==> config.mk <==
export PLATFORM = sky130hd
export DESIGN_NAME = amp_ctl_i2c_slave
export DESIGN_NICKNAME = d
export VERILOG_FILES = /design/src/rtl/amp_ctl_pkg.sv /design/src/rtl/amp_ctl_i2c_sync.sv /design/src/rtl/amp_ctl_i2c_link.sv /design/src/rtl/amp_ctl_regs.sv /design/src/rtl/amp_ctl_i2c_slave.sv
export SDC_FILE = /design/constraint.sdc
export NUM_CORES = 1
export LEC_CHECK = 0
export CAP_MARGIN = 20
export CORE_MARGIN = 5
export CORE_UTILIZATION = 63
export CTS_CLUSTER_DIAMETER = 50
export DETAILED_ROUTE_END_ITERATION = 8
export DONT_BUFFER_PORTS = 1
export GPL_TIMING_DRIVEN = 0
export PLACE_DENSITY = 0.88
export SLEW_MARGIN = 25
export SYNTH_ARGS = -nofsm -noshare
export SYNTH_HDL_FRONTEND = slang
export SYNTH_SLANG_ARGS = --single-unit
==> constraint.sdc <==
create_clock -name clk -period 2.64 [get_ports clk]
set_input_delay 0.792 -clock clk [delete_from_list [all_inputs] [get_ports clk]]
set_output_delay 0.792 -clock clk [all_outputs]
set_load 0.02 [all_outputs]
==> src/rtl/amp_ctl_pkg.sv <==
package amp_ctl_pkg;

   localparam int unsigned CH_BITS = 6;
   localparam int unsigned BYTE_W  = 8;

   typedef enum logic [3:0] {
      LK_IDLE,
      LK_ADDR,
      LK_ACK_ADDR,
      LK_WR,
      LK_ACK_WR,
      LK_RD_LOAD,
      LK_RD,
      LK_RD_ACK,
      LK_SKIP
   } link_state_t;

endpackage

==> src/rtl/amp_ctl_i2c_sync.sv <==
module amp_ctl_i2c_sync #(
   parameter int unsigned STAGES = 2,
   parameter bit          FILTER = 1'b0
) (
   input  logic clk,
   input  logic rst_n,
   input  logic scl_i,
   input  logic sda_i,
   output logic scl_hi,
   output logic sda_hi,
   output logic scl_rise,
   output logic scl_fall,
   output logic start_ev,
   output logic stop_ev
);

   if (STAGES < 2) begin : g_bad_stages
      $error("amp_ctl_i2c_sync: STAGES must be at least 2");
   end

   logic [STAGES-1:0] scl_sh, sda_sh;
   logic scl_f, sda_f;
   logic scl_d, sda_d;

   always_ff @(posedge clk or negedge rst_n) begin
      if (!rst_n) begin
         scl_sh <= '1;
         sda_sh <= '1;
      end else begin
         scl_sh <= {scl_sh[STAGES-2:0], scl_i};
         sda_sh <= {sda_sh[STAGES-2:0], sda_i};
      end
   end

   if (FILTER) begin : g_filter
      // two-of-three vote over consecutive synchronised samples
      logic [1:0] scl_h, sda_h;
      always_ff @(posedge clk or negedge rst_n) begin
         if (!rst_n) begin
            scl_h <= '1;
            sda_h <= '1;
         end else begin
            scl_h <= {scl_h[0], scl_sh[STAGES-1]};
            sda_h <= {sda_h[0], sda_sh[STAGES-1]};
         end
      end
      assign scl_f = (scl_sh[STAGES-1] & scl_h[0]) | (scl_sh[STAGES-1] & scl_h[1]) | (scl_h[0] & scl_h[1]);
      assign sda_f = (sda_sh[STAGES-1] & sda_h[0]) | (sda_sh[STAGES-1] & sda_h[1]) | (sda_h[0] & sda_h[1]);
   end else begin : g_direct
      assign scl_f = scl_sh[STAGES-1];
      assign sda_f = sda_sh[STAGES-1];
   end

   always_ff @(posedge clk or negedge rst_n) begin
      if (!rst_n) begin
         scl_hi <= 1'b1;
         sda_hi <= 1'b1;
         scl_d  <= 1'b1;
         sda_d  <= 1'b1;
      end else begin
         scl_hi <= scl_f;
         sda_hi <= sda_f;
         scl_d  <= scl_hi;
         sda_d  <= sda_hi;
      end
   end

   assign scl_rise = scl_hi & ~scl_d;
   assign scl_fall = ~scl_hi & scl_d;
   assign start_ev = scl_hi & scl_d & sda_d & ~sda_hi;
   assign stop_ev  = scl_hi & scl_d & ~sda_d & sda_hi;

endmodule

==> src/rtl/amp_ctl_i2c_link.sv <==
module amp_ctl_i2c_link
   import amp_ctl_pkg::*;
#(
   parameter logic [6:0]  DEV_ADDR = 7'h6C,
   parameter int unsigned WR_BYTES = 2,
   parameter int unsigned RD_BYTES = 4,
   localparam int unsigned IDX_W   = $clog2(RD_BYTES)
) (
   input  logic              clk,
   input  logic              rst_n,
   input  logic              scl_hi,
   input  logic              sda_hi,
   input  logic              scl_rise,
   input  logic              scl_fall,
   input  logic              start_ev,
   input  logic              stop_ev,
   input  logic [BYTE_W-1:0] rd_byte,
   output logic              sda_oe,
   output logic              wr_stb,
   output logic [IDX_W-1:0]  wr_idx,
   output logic [BYTE_W-2:0] wr_data,
   output logic              snap_stb,
   output logic [IDX_W-1:0]  rd_idx,
   output logic              done_stb
);

   if (WR_BYTES >= RD_BYTES || WR_BYTES < 1) begin : g_bad_wr
      $error("amp_ctl_i2c_link: WR_BYTES must be in 1..RD_BYTES-1");
   end
   if ((1 << IDX_W) != RD_BYTES) begin : g_bad_rd
      $error("amp_ctl_i2c_link: RD_BYTES must be a power of two");
   end

   link_state_t       st;
   logic [3:0]        bitcnt;
   logic [BYTE_W-1:0] shreg;
   logic              rw;
   logic              mack;
   logic [IDX_W-1:0]  idx;

   assign rd_idx = idx;

   always_ff @(posedge clk or negedge rst_n) begin
      if (!rst_n) begin
         st       <= LK_IDLE;
         bitcnt   <= '0;
         shreg    <= '0;
         rw       <= 1'b0;
         mack     <= 1'b0;
         idx      <= '0;
         sda_oe   <= 1'b0;
         wr_stb   <= 1'b0;
         wr_idx   <= '0;
         wr_data  <= '0;
         snap_stb <= 1'b0;
         done_stb <= 1'b0;
      end else begin
         wr_stb   <= 1'b0;
         snap_stb <= 1'b0;
         done_stb <= 1'b0;
         if (stop_ev) begin
            st     <= LK_IDLE;
            sda_oe <= 1'b0;
         end else if (start_ev) begin
            st     <= LK_ADDR;
            bitcnt <= '0;
            idx    <= '0;
            sda_oe <= 1'b0;
         end else begin
            unique case (st)
               LK_ADDR, LK_WR: begin
                  if (scl_rise) begin
                     shreg  <= {shreg[BYTE_W-2:0], sda_hi};
                     bitcnt <= bitcnt + 4'd1;
                  end else if (scl_fall && bitcnt == 4'd8) begin
                     bitcnt <= '0;
                     if (st == LK_ADDR) begin
                        if (shreg[7:1] == DEV_ADDR) begin
                           rw     <= shreg[0];
                           sda_oe <= 1'b1;
                           st     <= LK_ACK_ADDR;
                        end else begin
                           st <= LK_SKIP;
                        end
                     end else if (idx < IDX_W'(WR_BYTES)) begin
                        sda_oe <= 1'b1;
                        st     <= LK_ACK_WR;
                     end else begin
                        st <= LK_SKIP;
                     end
                  end
               end
               LK_ACK_ADDR: begin
                  if (scl_fall) begin
                     sda_oe <= 1'b0;
                     if (rw) begin
                        snap_stb <= 1'b1;
                        st       <= LK_RD_LOAD;
                     end else begin
                        st <= LK_WR;
                     end
                  end
               end
               LK_ACK_WR: begin
                  if (scl_fall) begin
                     sda_oe  <= 1'b0;
                     wr_stb  <= 1'b1;
                     wr_idx  <= idx;
                     wr_data <= shreg[BYTE_W-2:0];
                     idx     <= idx + 1'b1;
                     st      <= LK_WR;
                  end
               end
               LK_RD_LOAD: begin
                  sda_oe <= ~rd_byte[BYTE_W-1];
                  bitcnt <= '0;
                  st     <= LK_RD;
               end
               LK_RD: begin
                  if (scl_fall) begin
                     if (bitcnt == 4'd7) begin
                        sda_oe <= 1'b0;
                        st     <= LK_RD_ACK;
                     end else begin
                        bitcnt <= bitcnt + 4'd1;
                        sda_oe <= ~rd_byte[3'd6 - bitcnt[2:0]];
                     end
                  end
               end
               LK_RD_ACK: begin
                  if (scl_rise) begin
                     mack <= ~sda_hi;
                  end else if (scl_fall) begin
                     if (idx == IDX_W'(RD_BYTES - 1)) begin
                        done_stb <= 1'b1;
                        st       <= LK_SKIP;
                     end else if (mack) begin
                        idx <= idx + 1'b1;
                        st  <= LK_RD_LOAD;
                     end else begin
                        st <= LK_SKIP;
                     end
                  end
               end
               default: ;
            endcase
         end
      end
   end

   // nothing is driven once the link is idle or ignoring the bus
   p_release_idle_r11: assert property (@(posedge clk) disable iff (!rst_n)
      (st == LK_IDLE || st == LK_SKIP) |-> !sda_oe);

   // the SDA drive is steady across a high SCL phase
   p_sda_hold_r12: assert property (@(posedge clk) disable iff (!rst_n)
      (scl_hi && $past(scl_hi) && !$past(stop_ev) && !$past(start_ev)) |-> $stable(sda_oe));

endmodule

==> src/rtl/amp_ctl_regs.sv <==
module amp_ctl_regs
   import amp_ctl_pkg::*;
#(
   parameter int unsigned NCH  = 4,
   localparam int unsigned IDX_W = $clog2(NCH)
) (
   input  logic                   clk,
   input  logic                   rst_n,
   input  logic                   wr_stb,
   input  logic [IDX_W-1:0]       wr_idx,
   input  logic [BYTE_W-2:0]      wr_data,
   input  logic                   snap_stb,
   input  logic [IDX_W-1:0]       rd_idx,
   input  logic [NCH*CH_BITS-1:0] chan_status,
   input  logic                   thermal_warn,
   input  logic                   cycle_done,
   input  logic                   offset_active,
   input  logic                   cursens_active,
   output logic [BYTE_W-1:0]      rd_byte,
   output logic                   diag_en,
   output logic                   offset_en,
   output logic                   front_gain_lo,
   output logic                   rear_gain_lo,
   output logic                   front_unmute,
   output logic                   rear_unmute,
   output logic                   clip_sel,
   output logic                   amp_run,
   output logic                   line_drv,
   output logic                   cur_det_en
);

   if (NCH != 4) begin : g_bad_nch
      $error("amp_ctl_regs: status byte layout is defined for four channels");
   end

   logic [6:0] ctl_a;
   logic [2:0] ctl_b;
   logic [BYTE_W-1:0] live_b [NCH];
   logic [BYTE_W-1:0] snap_b [NCH];

   always_ff @(posedge clk or negedge rst_n) begin
      if (!rst_n) begin
         ctl_a <= '0;
         ctl_b <= '0;
      end else if (wr_stb) begin
         if (wr_idx == '0) ctl_a <= wr_data[6:0];
         else if (wr_idx == IDX_W'(1)) ctl_b <= wr_data[4:2];
      end
   end

   assign diag_en       = ctl_a[6];
   assign offset_en     = ctl_a[5];
   assign front_gain_lo = ctl_a[4];
   assign rear_gain_lo  = ctl_a[3];
   assign front_unmute  = ctl_a[2];
   assign rear_unmute   = ctl_a[1];
   assign clip_sel      = ctl_a[0];
   assign amp_run       = ctl_b[2];
   assign line_drv      = ctl_b[1];
   assign cur_det_en    = ctl_b[0];

   for (genvar gi = 0; gi < NCH; gi++) begin : g_pack
      logic [1:0] hi_bits;
      if (gi == 0) begin : g_b0
         assign hi_bits = {thermal_warn, cycle_done};
      end else if (gi == 1) begin : g_b1
         assign hi_bits = {offset_active, cursens_active};
      end else if (gi == 2) begin : g_b2
         assign hi_bits = {amp_run, diag_en};
      end else begin : g_bx
         assign hi_bits = 2'b00;
      end
      assign live_b[gi] = {hi_bits, chan_status[gi*CH_BITS +: CH_BITS]};
   end

   always_ff @(posedge clk or negedge rst_n) begin
      if (!rst_n) begin
         for (int i = 0; i < NCH; i++) snap_b[i] <= '0;
      end else if (snap_stb) begin
         for (int i = 0; i < NCH; i++) snap_b[i] <= live_b[i];
      end
   end

   assign rd_byte = snap_stb ? live_b[rd_idx] : snap_b[rd_idx];

   // the link never commits beyond the two instruction bytes
   p_wr_index_r6: assert property (@(posedge clk) disable iff (!rst_n)
      wr_stb |-> (wr_idx < IDX_W'(2)));

endmodule

==> src/rtl/amp_ctl_i2c_slave.sv <==
module amp_ctl_i2c_slave
   import amp_ctl_pkg::*;
#(
   parameter logic [6:0]  DEV_ADDR      = 7'h6C,
   parameter int unsigned NCH           = 4,
   parameter int unsigned SYNC_STAGES   = 2,
   parameter bit          GLITCH_FILTER = 1'b0,
   localparam int unsigned IDX_W        = $clog2(NCH)
) (
   input  logic                   clk,
   input  logic                   rst_n,
   input  logic                   scl_i,
   input  logic                   sda_i,
   output logic                   sda_oe_o,
   input  logic [NCH*CH_BITS-1:0] chan_status_i,
   input  logic                   thermal_warn_i,
   input  logic                   cycle_done_i,
   input  logic                   offset_active_i,
   input  logic                   cursens_active_i,
   output logic                   diag_en_o,
   output logic                   offset_en_o,
   output logic                   front_gain_lo_o,
   output logic                   rear_gain_lo_o,
   output logic                   front_unmute_o,
   output logic                   rear_unmute_o,
   output logic                   clip_sel_o,
   output logic                   amp_run_o,
   output logic                   line_drv_o,
   output logic                   cur_det_en_o,
   output logic                   rearm_o
);

   logic scl_hi, sda_hi, scl_rise, scl_fall, start_ev, stop_ev;
   logic wr_stb, snap_stb;
   logic [IDX_W-1:0]  wr_idx, rd_idx;
   logic [BYTE_W-2:0] wr_data;
   logic [BYTE_W-1:0] rd_byte;

   amp_ctl_i2c_sync #(.STAGES(SYNC_STAGES), .FILTER(GLITCH_FILTER)) u_sync (
      .clk(clk), .rst_n(rst_n), .scl_i(scl_i), .sda_i(sda_i),
      .scl_hi(scl_hi), .sda_hi(sda_hi), .scl_rise(scl_rise), .scl_fall(scl_fall),
      .start_ev(start_ev), .stop_ev(stop_ev)
   );

   amp_ctl_i2c_link #(.DEV_ADDR(DEV_ADDR), .WR_BYTES(2), .RD_BYTES(NCH)) u_link (
      .clk(clk), .rst_n(rst_n), .scl_hi(scl_hi), .sda_hi(sda_hi),
      .scl_rise(scl_rise), .scl_fall(scl_fall), .start_ev(start_ev), .stop_ev(stop_ev),
      .rd_byte(rd_byte), .sda_oe(sda_oe_o), .wr_stb(wr_stb), .wr_idx(wr_idx),
      .wr_data(wr_data), .snap_stb(snap_stb), .rd_idx(rd_idx), .done_stb(rearm_o)
   );

   amp_ctl_regs #(.NCH(NCH)) u_regs (
      .clk(clk), .rst_n(rst_n), .wr_stb(wr_stb), .wr_idx(wr_idx), .wr_data(wr_data),
      .snap_stb(snap_stb), .rd_idx(rd_idx), .chan_status(chan_status_i),
      .thermal_warn(thermal_warn_i), .cycle_done(cycle_done_i),
      .offset_active(offset_active_i), .cursens_active(cursens_active_i),
      .rd_byte(rd_byte), .diag_en(diag_en_o), .offset_en(offset_en_o),
      .front_gain_lo(front_gain_lo_o), .rear_gain_lo(rear_gain_lo_o),
      .front_unmute(front_unmute_o), .rear_unmute(rear_unmute_o),
      .clip_sel(clip_sel_o), .amp_run(amp_run_o), .line_drv(line_drv_o),
      .cur_det_en(cur_det_en_o)
   );

   // the rearm strobe lasts one clock
   p_rearm_single_r10: assert property (@(posedge clk) disable iff (!rst_n)
      rearm_o |=> !rearm_o);

   // rearm coincides with a released data line (master owns the ack slot)
   p_rearm_released_r10: assert property (@(posedge clk) disable iff (!rst_n)
      rearm_o |-> !sda_oe_o);

endmodule

=== Yosys cells after proc, flatten, opt, wreduce, memory -nomap -nowiden ===
Cells that the tools add are included.

* Word-level logic and storage cells: 162
* Flip-flop bits (word level): 81

* Bitwise operators: 18
* Reductions and logical operators: 18
* $add $sub $neg: 3
* Order comparisons: 3
* Eq/ne operators: 31
* Muxes and demuxes: 65

{| class="wikitable"
|+ Operators with widths
! kind !! number
|-
| 4-bit two-way mux || 20
|-
| 8-bit two-way mux || 5
|-
| 8-bit binary-select mux with 2-bit select || 2
|-
| 4-bit by 3-bit inequality test with 1-bit output, second input constant || 7
|-
| 1-bit two-way mux || 26
|-
| 4-bit one-hot mux with 6 select lines || 1
|-
| 7-bit AND reduction || 3
|-
| 4-bit by 3-bit == test with 1-bit output, second input constant || 5
|-
| 2-bit two-way mux || 6
|-
| 3-bit by 2-bit inequality test with 1-bit output, second input constant || 4
|-
| 4-bit one-hot mux with 3 select lines || 1
|-
| 4-bit AND reduction || 3
|-
| 1-bit NOT || 10
|-
| 3-bit inequality test, second input constant || 3
|-
| 9-bit AND reduction || 1
|-
| 4-bit by 2-bit == test with 1-bit output, second input constant || 2
|-
| 4-bit inequality test, second input constant || 2
|-
| 8-bit nonzero test || 1
|-
| 1-bit bitwise AND || 7
|-
| 7-bit == test, second input constant || 1
|-
| 6-bit nonzero test || 1
|-
| 5-bit by 3-bit inequality test with 1-bit output, second input constant || 1
|-
| 5-bit inequality test, second input constant || 1
|-
| 5-bit AND reduction || 1
|-
| other kinds (23) || 24
|}

=== Depth between registers and ports, before layout ===
Gate-level depths: netlist (run 1).

* Word-level depth: 13
* Gate-level depth with buffers: 10

=== Hierarchy ===
Synthesis (run 1) repeated with hierarchy kept, for this count alone.

* Cells, all modules: 316
* Area total of the unflattened synthesis: 4,080.2 um2

{| class="wikitable"
|+ By module, submodules not included
! module !! cells an instance !! area each (um2) !! times used
|-
| amp_ctl_regs || 114 || 1,985.7 || 1
|-
| amp_ctl_i2c_link || 190 || 1,851.8 || 1
|-
| amp_ctl_i2c_sync || 12 || 242.7 || 1
|}

=== Least setup slack after synthesis (run 1) ===
Ideal clock, no wire load.

* Kind: reg2reg
* Start: register u_link.bitcnt[0]
* End: register u_link.st[0]
* Path slack: 270 ps
* Clock period less this slack: 2,370 ps
* Setup time: 125 ps
* Arrival time: 2,246 ps
* Path buffers: 2
* Stages on the path, launching flop included: 10
* Cells stage by stage: dfrtp_1 buf_2 inv_1 clkbuf_1 ha_1 and3b_1 a21oi_1 o21a_1 o31ai_1 mux2_2

* Word-level cells in the longest chain between the ends: 4

{| class="wikitable"
|+ RTL lines
! element !! RTL line !! source
|-
| start, declared || amp_ctl_i2c_link.sv:35 || <nowiki>logic [3:0] bitcnt;</nowiki>
|-
| start signal, assigned || amp_ctl_i2c_link.sv:74 || <nowiki>bitcnt <= bitcnt + 4'd1;</nowiki>
|-
| start signal, assigned || amp_ctl_i2c_link.sv:125 || <nowiki>bitcnt <= bitcnt + 4'd1;</nowiki>
|-
| 4-bit == test || amp_ctl_i2c_link.sv:75 || <nowiki>end else if (scl_fall && bitcnt == 4'd8) begin</nowiki>
|-
| 1-bit logical AND || amp_ctl_i2c_link.sv:75 ||
|-
| 4-bit by 3-bit inequality test with 1-bit output (no source line) || n/a ||
|-
| 9-bit AND reduction (no source line) (*) || n/a ||
|-
| end signal, assigned || amp_ctl_i2c_link.sv:81 || <nowiki>st <= LK_ACK_ADDR;</nowiki>
|-
| end signal, assigned || amp_ctl_i2c_link.sv:83 || <nowiki>st <= LK_SKIP;</nowiki>
|-
| end signal, assigned || amp_ctl_i2c_link.sv:87 || <nowiki>st <= LK_ACK_WR;</nowiki>
|-
| end, declared || amp_ctl_i2c_link.sv:34 || <nowiki>link_state_t st;</nowiki>
|}

Every way passes the cells marked *; elsewhere a longest branch is shown, timed or not.
A chain may end at the register's enable or synchronous reset.

=== Worst setup path in the final report (run 1) ===
* Start: register u_link.bitcnt[0]
* End: register u_link.bitcnt[3]

* Word-level cells in the longest chain between the ends: 5

{| class="wikitable"
|+ RTL lines
! element !! RTL line !! source
|-
| 4-bit by 1-bit adder with 4-bit output || amp_ctl_i2c_link.sv:74, amp_ctl_i2c_link.sv:125 ||
|-
| 4-bit two-way mux || amp_ctl_i2c_link.sv:121 || <nowiki>if (bitcnt == 4'd7) begin</nowiki>
|-
| 4-bit two-way mux || amp_ctl_i2c_link.sv:120 || <nowiki>if (scl_fall) begin</nowiki>
|-
| 4-bit one-hot mux with 3 select lines || amp_ctl_i2c_link.sv:70 || <nowiki>unique case (st)</nowiki>
|-
| 4-bit two-way mux || amp_ctl_i2c_link.sv:64 || <nowiki>end else if (start_ev) begin</nowiki>
|}

Several ways; a longest one is shown, not always the timed one. The select of a mux whose other input is x is not followed.

==> out/results.tsv, run 1 <==
metric	value	unit
ant diodes	0	
Cells after DPL	393	
Max Fclk	0.415	GHz
setup violators final	0	
Synth Instances	318	
non-filler instance count after layout	411	
CP Launch Type	register	
count leader, synth	dfrtp_1	
Area Growth Syn to Fin	9.05	%
DR pass1 iterations	4	
YS warnings	0	
reg2reg path depth	9	
initial antenna violation count	0	
fin nets	366	
Relative slew margins	0.560	
Tcrit/Tclk final	0.913	
mux share of post-synthesis cell area	0.207	
Setup TNS	0	ns
Root Buffer	clkbuf_8	
total grt overflow	0	
Yosys top cell by area	dfrtp_1	
Power Total	3.58	mW
largest net degree at the start of global routing	82	
actual slew at the worst max-slew pin	0.653	ns
Synth Area in Compound Gates	0.0970	
Cell Pwr Density	861	nW/um^2
first-pass GRT wire length	13000	microns
main combinational cell family by area after synthesis	multiplexers	
CP max FO	9	
Syn Std Cell Area	3820	sq um
Port Buffers	0	
clock sinks	81	
area share of the largest cell type after synthesis	0.479	
commonest cells in the netlist	dfrtp_1 (73), mux2_2 (52), nand2_1 (20)	
vias in the first global route	2700	
Util after Layout	0.703	
CP required	2.85	ns
top cells by area, synth	dfrtp_1 (48%), mux2_2 (15%), dfstp_2 (5.5%)	
initial core utilization	0.645	
Die Ht	87.8	microns
Design Area, Final	4160	sq um
drt wl/cell	18.6	microns
Placer Congestion	0.880	
Via Count	2565	
DP Wirelength	5270	microns
critical path arrival	2.62	ns
Fin. Hold Viols	0	
skew final	0.0145	ns
Top FF cell, synth	dfrtp_1	
CTS Buf Count	9	
placed cell areas	3910	sq um
Adder-Cell Fraction of Synth Area	0.00984	
syn_nets	353	
GRT Total Usage	0.218	
Via density	6.24	
DIE AREA	7710	sq um
Async S/R FF share, synth	1.00	
RSZ-0062 raised after global routing	no	
die width	87.8	microns
worst skew pair latency	0.36	ns
CTS tree	built	
Min-Delay Path Class	in2async	
CTS H-tree lvls	3	
FF+latch count, synth	81	
sequential cell area fraction in the yosys report	0.534	
I/O pin count	44	
DRT iter0 DRCs	166	
fraction of layout cells with a size suffix above 1	0.304	
final slew viol count	0	
EDFF count, synth	0	
mean post-synth cell area	12.0	sq um
max cap viols	0	
row count	28	
Routed Antenna Nets	0	
status	complete, no violations	
Synth cell types	56	
simple-gate share of the synthesized area	0.115	
core area	5920	sq um
Crit Path Category	reg2reg	
Clock Tree Buf Depth	2	
residual DRC count	0	
Routed WL	7660	microns
XOR/XNOR share of the synthesized area	0.00689	
Pleak	1.96	nW
CP Capture Type	register	
peak supply drop	0.494	mV
post-route minimum period	2.41	ns
Worst-path clk slew	0.09	ns
==> registers in the layout, summed over array words and instances, names as in the netlist, 2 cells and up <==
signal / cells
u_sync.scl_sh: 2
u_link.st: 4
u_regs.ctl_a: 7
u_sync.sda_sh: 2
u_regs.snap_b: 30
u_link.bitcnt: 4
u_link.shreg: 8
u_regs.ctl_b: 3
u_link.rd_idx: 2
u_link.wr_data: 7
u_link.wr_idx: 2
==> path summary, 6_finish.rpt <==
kind / start / to / slack, ns
max: u_link.bitcnt[0]$_DFFE_PN0P_ / u_link.bitcnt[3]$_DFFE_PN0P_ / 0.23
min: rst_n / u_regs.ctl_a[6]$_DFFE_PN0P_ / 0.12
max reg2reg: u_link.bitcnt[0]$_DFFE_PN0P_ / u_link.bitcnt[3]$_DFFE_PN0P_ / 0.23
min reg2reg: u_sync.sda_sh[1]$_DFF_PN1_ / u_sync.sda_hi$_DFF_PN1_ / 0.36
max in group asynchronous: rst_n / u_sync.sda_sh[1]$_DFF_PN1_ / 2.31
min in group clk: u_sync.sda_sh[1]$_DFF_PN1_ / u_sync.sda_hi$_DFF_PN1_ / 0.36
==> what timing repair did <==
item                                   4_1_cts  5_1_grt
buffers inserted                             0        3
endpoints found under the hold margin        0        0
resized for setup                            2        1
hold buffers                                 0        0
setup endpoints to repair                    5        2
==> through the flow <==
stage / setup slack [ns] / hold WS [ns]
after floorplan: 0.270 / 0.345
after global placement: -0.0844 / 0.346
after detailed placement: -0.0798 / 0.347
after CTS: 0.126 / 0.114
after global routing: 0.00935 / 0.102
final: 0.229 / 0.119
==> cells by family (layout without fill, tap and decap cells) <==
| logic type | Yosys count | in the layout |
|---|---|---|
| AO/OA/AOI/OAI | 56 | 56 |
| AND/OR/NAND/NOR | 81 | 81 |
| XOR/XNOR | 3 | 3 |
| multiplexers | 69 | 69 |
| flip-flops | 81 | 81 |
| buffers and inverters | 25 | 43 |
| adder cells (fa/ha/maj) | 3 | 3 |
==> metal layers <==
layer,GRT usage,up-vias,part of all wire
met5,0,-,0
met3,0.0574,21,0.075
met2,0.351,118,0.49
met1,0.276,1249,0.41
met4,0.102,0,0.032
li1,-,1177,-
==> cell type report <==
type                            count  area [sq um]
Sequential cell                    81          2040
Fill cell                         414          1760
Multi-Input combinational cell    212          1680
Clock buffer                       11           151
Tap cell                           75          93.8
Buffer                             13          71.3
Clock inverter                      5          61.3
Inverter                           11          45.0
Timing Repair Buffer                3          22.5
==> worst max-delay path, cell delays in order, from the launching register on <==
cell and delay (ns):
dfrtp_1 0.36, buf_2 0.23, clkinvlp_4 0.16, ha_1 0.21, and3b_1 0.21, a211o_1 0.33
a311oi_1 0.31, o22ai_2 0.19, mux2i_1 0.18, o21ai_1 0.08
==> placed cells by master, fill, tap and decap left out, types with 5 or more instances in the layout <==
cell type	netlist	layout
dfrtp_1	73	73
mux2_2	52	52
nand2_1	20	20
nor2_1	19	19
o21ai_0	15	15
mux2i_1	11	11
a21oi_1	11	11
clkbuf_8	0	11
inv_1	9	8
dfstp_2	8	8
nand3_1	7	7
buf_2	6	6
nand2b_1	5	5
nor3_1	5	5
==> report_power, final <==
part           total (mW)  internal (mW)  switching (mW)
registers            1.53           1.39           0.141
logic                1.10          0.459           0.637
clock network       0.955          0.494           0.461
Power figures use the tool's default switching activity.
==> run 2: changes to the inputs <==
- REMOVE_ABC_BUFFERS: not set -> 1
==> out/results.tsv, run 2 (same netlist as run 1, synthesis figures left out) <==
metric	value	unit	change
Power Total	3.48	mW	was 3.58 mW
Via Count	2462		was 2565
max incr delay on CP	0.51	ns	was 0.36 ns
Clock Tree Buf Depth	2		unchanged
Cells after DPL	379		was 393
Max Fclk	0.390	GHz	was 0.415 GHz
family with the most delay on the worst path	compound AO/OA/AOI/OAI gates		unchanged
Tcrit/Tclk final	0.971		was 0.913
ant diodes	0		unchanged
Crit Path Category	reg2reg		unchanged
WP buf/inv	1		was 2
I/O pin count	44		unchanged
final slew viol count	0		unchanged
row count	28		unchanged
critical path arrival	2.79	ns	was 2.62 ns
CTS H-tree lvls	3		unchanged
CP Capture Type	register		unchanged
initial core utilization	0.645		unchanged
crit path cell chain	clkinvlp_4 -> ha_1 -> and3b_1 -> a211o_1 -> a311oi_1 -> o22ai_2 -> mux2i_1 -> o21ai_1		was buf_2 -> clkinvlp_4 -> ha_1 -> and3b_1 -> a211o_1 -> a311oi_1 -> o22ai_2 -> mux2i_1 -> o21ai_1
actual slew at the worst max-slew pin	0.656	ns	was 0.653 ns
DIE AREA	7710	sq um	unchanged
status	complete, no violations		unchanged
Cell Pwr Density	858	nW/um^2	was 861 nW/um^2
Placer Congestion	0.842		was 0.880
Pleak	1.88	nW	was 1.96 nW
biggest regs	u_regs.snap_b x30, u_link.shreg x8		unchanged
Min-Delay Path Class	in2async		unchanged
Routed WL	7140	microns	was 7660 microns
Setup Buffers After CTS	0		unchanged
max cap viols	0		unchanged
drt wl/cell	18.1	microns	was 18.6 microns
Worst-path clk slew	0.09	ns	about the same
largest reg by FF count	u_regs.snap_b		unchanged
CTS Buf Count	9		unchanged
post-route minimum period	2.56	ns	was 2.41 ns
clock sinks	81		unchanged
largest net degree at the start of global routing	82		unchanged
Port Buffers	0		unchanged
Layout fillers	448		was 414
CTS tree	built		unchanged
Util after Layout	0.685		was 0.703
Fin. Hold Viols	0		unchanged
Via density	6.25		was 6.24
CP required	2.86	ns	was 2.85 ns
first-pass GRT wire length	11800	microns	was 13000 microns
CP max FO	11		was 9
skew final	0.00853	ns	was 0.0145 ns
DRT iter0 DRCs	116		was 166
Area Growth Syn to Fin	6.33	%	was 9.05%
vias in the first global route	2438		was 2700
CP Launch Type	register		unchanged
fraction of layout cells with a size suffix above 1	0.288		was 0.304
DP Wirelength	4800	microns	was 5270 microns
Relative slew margins	0.563		was 0.560
fin nets	350		was 366
total grt overflow	0		unchanged
most common cell after layout, fill and taps aside	dfrtp_1		unchanged
Critical Path Slowest Stage Cell	dfrtp_2		was dfrtp_1
GRT Total Usage	0.198		was 0.218
DP Worst Slack	0.0463	ns	was -0.0798 ns
residual DRC count	0		unchanged
peak supply drop	0.517	mV	was 0.494 mV
worst skew pair latency	0.35	ns	was 0.36 ns
Die Ht	87.8	microns	unchanged
fin worst setup slack	0.0760	ns	was 0.229 ns
max reg flops	30		unchanged
setup violators final	0		unchanged
die width	87.8	microns	unchanged
core area	5920	sq um	unchanged
non-filler instance count after layout	394		was 411
Routed Antenna Nets	0		unchanged
commonest cells after routing, fill and taps aside	dfrtp_1 (71), mux2_2 (52), nand2_1 (20)		was dfrtp_1 (73), mux2_2 (52), nand2_1 (20)
DR pass1 iterations	4		unchanged
initial antenna violation count	0		unchanged
hold bufs inserted after CTS	0		unchanged
Root Buffer	clkbuf_8		unchanged
-- run 2: cell types whose count changed in the layout (fill, tap and decap cells not counted), sizes merged --
| cell | before | now |
|---|---|---|
| inv | 10 | 11 |
| clkinv | 4 | 1 |
| clkbuf | 14 | 10 |
| buf | 13 | 0 |
| clkinvlp | 1 | 3 |
-- run 2: layer usage --
metal / vias to the layer above / GRT usage / wire length, microns
li1: 1144 / - / -
met1: 1242 / 0.270 / 3220
met2: 65 / 0.305 / 3380
met3: 11 / 0.0480 / 414
met4: 0 / 0.0851 / 125
met5: - / 0 / 0
-- run 2: through the flow --
step	area [sq um]	setup TNS (ns)	hold slack, ns
floorplan	3740	0	0.345
detailed placement	3840	0	0.347
CTS	4040	0	0.109
global route	4060	-0.0417	0.0971
global placement	3830	-0.0980	0.346
finish	4060	0	0.121
-- run 2: repair_timing --
item                                    in CTS  in global routing
hold endpoints to repair                     0                  0
gates resized for setup                      0                  4
endpoints found under the setup margin       0                  7
-- run 2: area by class of cell --
class	count	area [sq um]	area share
clock buffer	10	138	0.0339
clock inverter	5	62.6	0.0154
inverter	11	45.0	0.0111
multi-input combinational	212	1680	0.414
sequential	81	2040	0.503
tap	75	93.8	0.0231
-- run 2: report_power, final --
part	total, mW	leakage, nW	switching (mW)	internal, mW
combinational	0.888	0.705	0.475	0.413
sequential	1.67	1.08	0.283	1.39
clock	0.921	0.0954	0.456	0.464
total	3.48	1.88	1.21	2.27
-- run 2: worst paths after layout --
check,start,end,slack [ns],cells after the start
setup reg to reg,u_link.bitcnt[0]$_DFFE_PN0P_,u_link.bitcnt[3]$_DFFE_PN0P_,0.08,8
min in group clk,u_sync.scl_sh[0]$_DFF_PN1_,u_sync.scl_sh[1]$_DFF_PN1_,0.36,0
max in group asynchronous,rst_n,u_sync.scl_hi$_DFF_PN1_,2.32,0
setup / recovery,u_link.bitcnt[0]$_DFFE_PN0P_,u_link.bitcnt[3]$_DFFE_PN0P_,0.08,8
hold / removal,rst_n,u_regs.snap_b[10]$_DFFE_PN0P_,0.12,0
hold reg to reg,u_sync.scl_sh[0]$_DFF_PN1_,u_sync.scl_sh[1]$_DFF_PN1_,0.36,0
==> run 3: changes to the inputs <==
- PLACE_DENSITY: 0.88 -> 0.83
==> out/results.tsv, run 3 (same netlist as run 1, synthesis figures left out) <==
metric	value	unit	change
status	complete, no violations		unchanged
DR pass1 iterations	4		unchanged
max cap viols	0		unchanged
largest net degree at the start of global routing	82		unchanged
ant diodes	0		unchanged
residual DRC count	0		unchanged
reg2reg path depth	6		was 8
drt wl/cell	18.0	microns	was 18.1 microns
Fin. Hold Viols	0		unchanged
Crit Path Category	reg2reg		unchanged
Clock Tree Buf Depth	2		unchanged
Net Switching	1.19	mW	was 1.21 mW
Pleak	1.89	nW	was 1.88 nW
Reg2Reg Launch Point	u_link.snap_stb$_DFF_PN0_		was u_link.bitcnt[0]$_DFFE_PN0P_
Tcrit/Tclk final	0.912		was 0.971
Die Ht	87.8	microns	unchanged
sw frac	0.342		was 0.349
largest reg by FF count	u_regs.snap_b		unchanged
critical path arrival	2.67	ns	was 2.79 ns
max reg flops	30		unchanged
CP Launch Type	register		unchanged
Routed WL	7170	microns	was 7140 microns
Placer Congestion	0.898		was 0.842
skew final	0.0132	ns	was 0.00853 ns
DIE AREA	7710	sq um	unchanged
setup violators final	0		unchanged
vias in the first global route	2562		was 2438
Via Count	2437		was 2462
Util after Layout	0.688		was 0.685
Min-Delay Path Class	in2async		unchanged
CP required	2.90	ns	was 2.86 ns
most common cell after layout, fill and taps aside	dfrtp_1		unchanged
Root Buffer	clkbuf_8		unchanged
core area	5920	sq um	unchanged
Pint	2.28	mW	was 2.27 mW
Area Growth Syn to Fin	6.72	%	was 6.33%
CTS tree	built		unchanged
Max Fclk	0.415	GHz	was 0.390 GHz
I/O pin count	44		unchanged
total grt overflow	0		unchanged
setup slack, reg-to-reg	0.23	ns	was 0.08 ns
clock sinks	81		unchanged
fin nets	353		was 350
post-route minimum period	2.41	ns	was 2.56 ns
Relative slew margins	0.564		was 0.563
DRT iter0 DRCs	92		was 116
actual slew at the worst max-slew pin	0.648	ns	was 0.656 ns
Port Buffers	0		unchanged
Via density	6.12		was 6.25
die width	87.8	microns	unchanged
fraction of layout cells with a size suffix above 1	0.288		about the same
worst r2r dst	u_link.sda_oe$_DFFE_PN0P_		was u_link.bitcnt[3]$_DFFE_PN0P_
power share of the clock group	0.265		about the same
Routed Antenna Nets	0		unchanged
sequential share of power	0.479		was 0.480
CTS H-tree lvls	3		unchanged
GRT Total Usage	0.209		was 0.198
DP Wirelength	5010	microns	was 4800 microns
first-pass GRT wire length	12500	microns	was 11800 microns
peak supply drop	0.696	mV	was 0.517 mV
initial core utilization	0.645		unchanged
CP max FO	30		was 11
initial antenna violation count	0		unchanged
commonest cells after routing, fill and taps aside	dfrtp_1 (71), mux2_2 (52), nand2_1 (20)		unchanged
Cell Pwr Density	852	nW/um^2	was 858 nW/um^2
CTS Buf Count	9		unchanged
RSZ-0062 raised after global routing	no		
Logic pwr share	0.255		about the same
row count	28		unchanged
placed cell areas	3840	sq um	unchanged
worst skew pair latency	0.35	ns	about the same
final slew viol count	0		unchanged
biggest regs	u_regs.snap_b x30, u_link.shreg x8		unchanged
Design Area, Final	4070	sq um	was 4060 sq um
CP Capture Type	register		unchanged
Worst-path clk slew	0.09	ns	about the same
-- run 3: changes by cell type in the layout (fill, tap and decap cells not counted) --
cell      previous run  this run
o31ai_1              0         1
o22ai_1              3         4
o31ai_2              1         0
buf_4                0         3
o22ai_2              1         0
clkbuf_1             0         1
-- run 3: final cells by class --
class                   instances  area [sq um]
multi-input cells             212          1670
clock buffers                  11           141
flip-flops and latches         81          2040
fillers                       438          1850
inverters                      11          45.0
clock inverters                 5          62.6
well taps                      75          93.8
repair buffers                  3          22.5
-- run 3: power groups by stage --
| stage | sequential [mW] | clock, mW | combinational, mW |
|---|---|---|---|
| 2_1_floorplan | 1.60 | 0 | 0.702 |
| 5_1_grt | 1.70 | 1.02 | 0.994 |
| 3_3_place_gp | 1.67 | 0 | 0.838 |
| 6_report | 1.66 | 0.921 | 0.886 |
| 3_5_place_dp | 1.68 | 0 | 0.852 |
| 4_1_cts | 1.65 | 0.936 | 0.857 |
-- run 3: timing repair --
item,CTS,global route
gates resized for setup,0,2
setup buffers,0,3
hold buffers,0,0
endpoints found under the setup margin,0,6
-- run 3: worst max-delay path by stage --
stage | endpoint | cells after the start | slack, ns | startpoint
finish | u_link.sda_oe$_DFFE_PN0P_ | 6 | 0.23 | u_link.snap_stb$_DFF_PN0_
CTS | u_link.st[0]$_DFFE_PN0P_ | 7 | 0.02 | u_link.bitcnt[0]$_DFFE_PN0P_
floorplan | u_link.sda_oe$_DFFE_PN0P_ | 6 | 0.17 | u_link.snap_stb$_DFF_PN0_
global route | u_link.sda_oe$_DFFE_PN0P_ | 6 | 0.09 | u_link.snap_stb$_DFF_PN0_
detailed placement | u_link.st[0]$_DFFE_PN0P_ | 7 | 0.03 | u_link.bitcnt[0]$_DFFE_PN0P_
global placement | u_link.sda_oe$_DFFE_PN0P_ | 5 | -0.09 | u_link.snap_stb$_DFF_PN0_
-- run 3: metal layers --
metal | track usage | vias to the layer above | share of wire
met1 | 0.276 | 1193 | 0.44
li1 | - | 1149 | -
met5 | 0 | - | 0
met3 | 0.0517 | 10 | 0.064
met2 | 0.336 | 85 | 0.48
met4 | 0.0767 | 0 | 0.012
-- run 3: worst max-delay path: stages, from the launching register on --
cell and delay, ns:
dfrtp_2 0.80, mux2_2 0.43, mux4_2 0.47, nor3_1 0.15, a31oi_1 0.06, and3_1 0.22
o32ai_2 0.18
-- run 3: metrics by stage --
| step | total power, mW | setup TNS [ns] | cells | setup slack, ns | hold WS (ns) |
|---|---|---|---|---|---|
| detailed placement | 2.53 | 0 | 379 | 0.0304 | 0.348 |
| CTS | 3.45 | 0 | 395 | 0.0231 | 0.112 |
| global placement | 2.51 | -0.0867 | 379 | -0.0867 | 0.347 |
| finish | 3.47 | 0 | 398 | 0.232 | 0.123 |
| global route | 3.70 | 0 | 398 | 0.0944 | 0.0900 |
| floorplan | 2.30 | 0 | 304 | 0.166 | 0.345 |
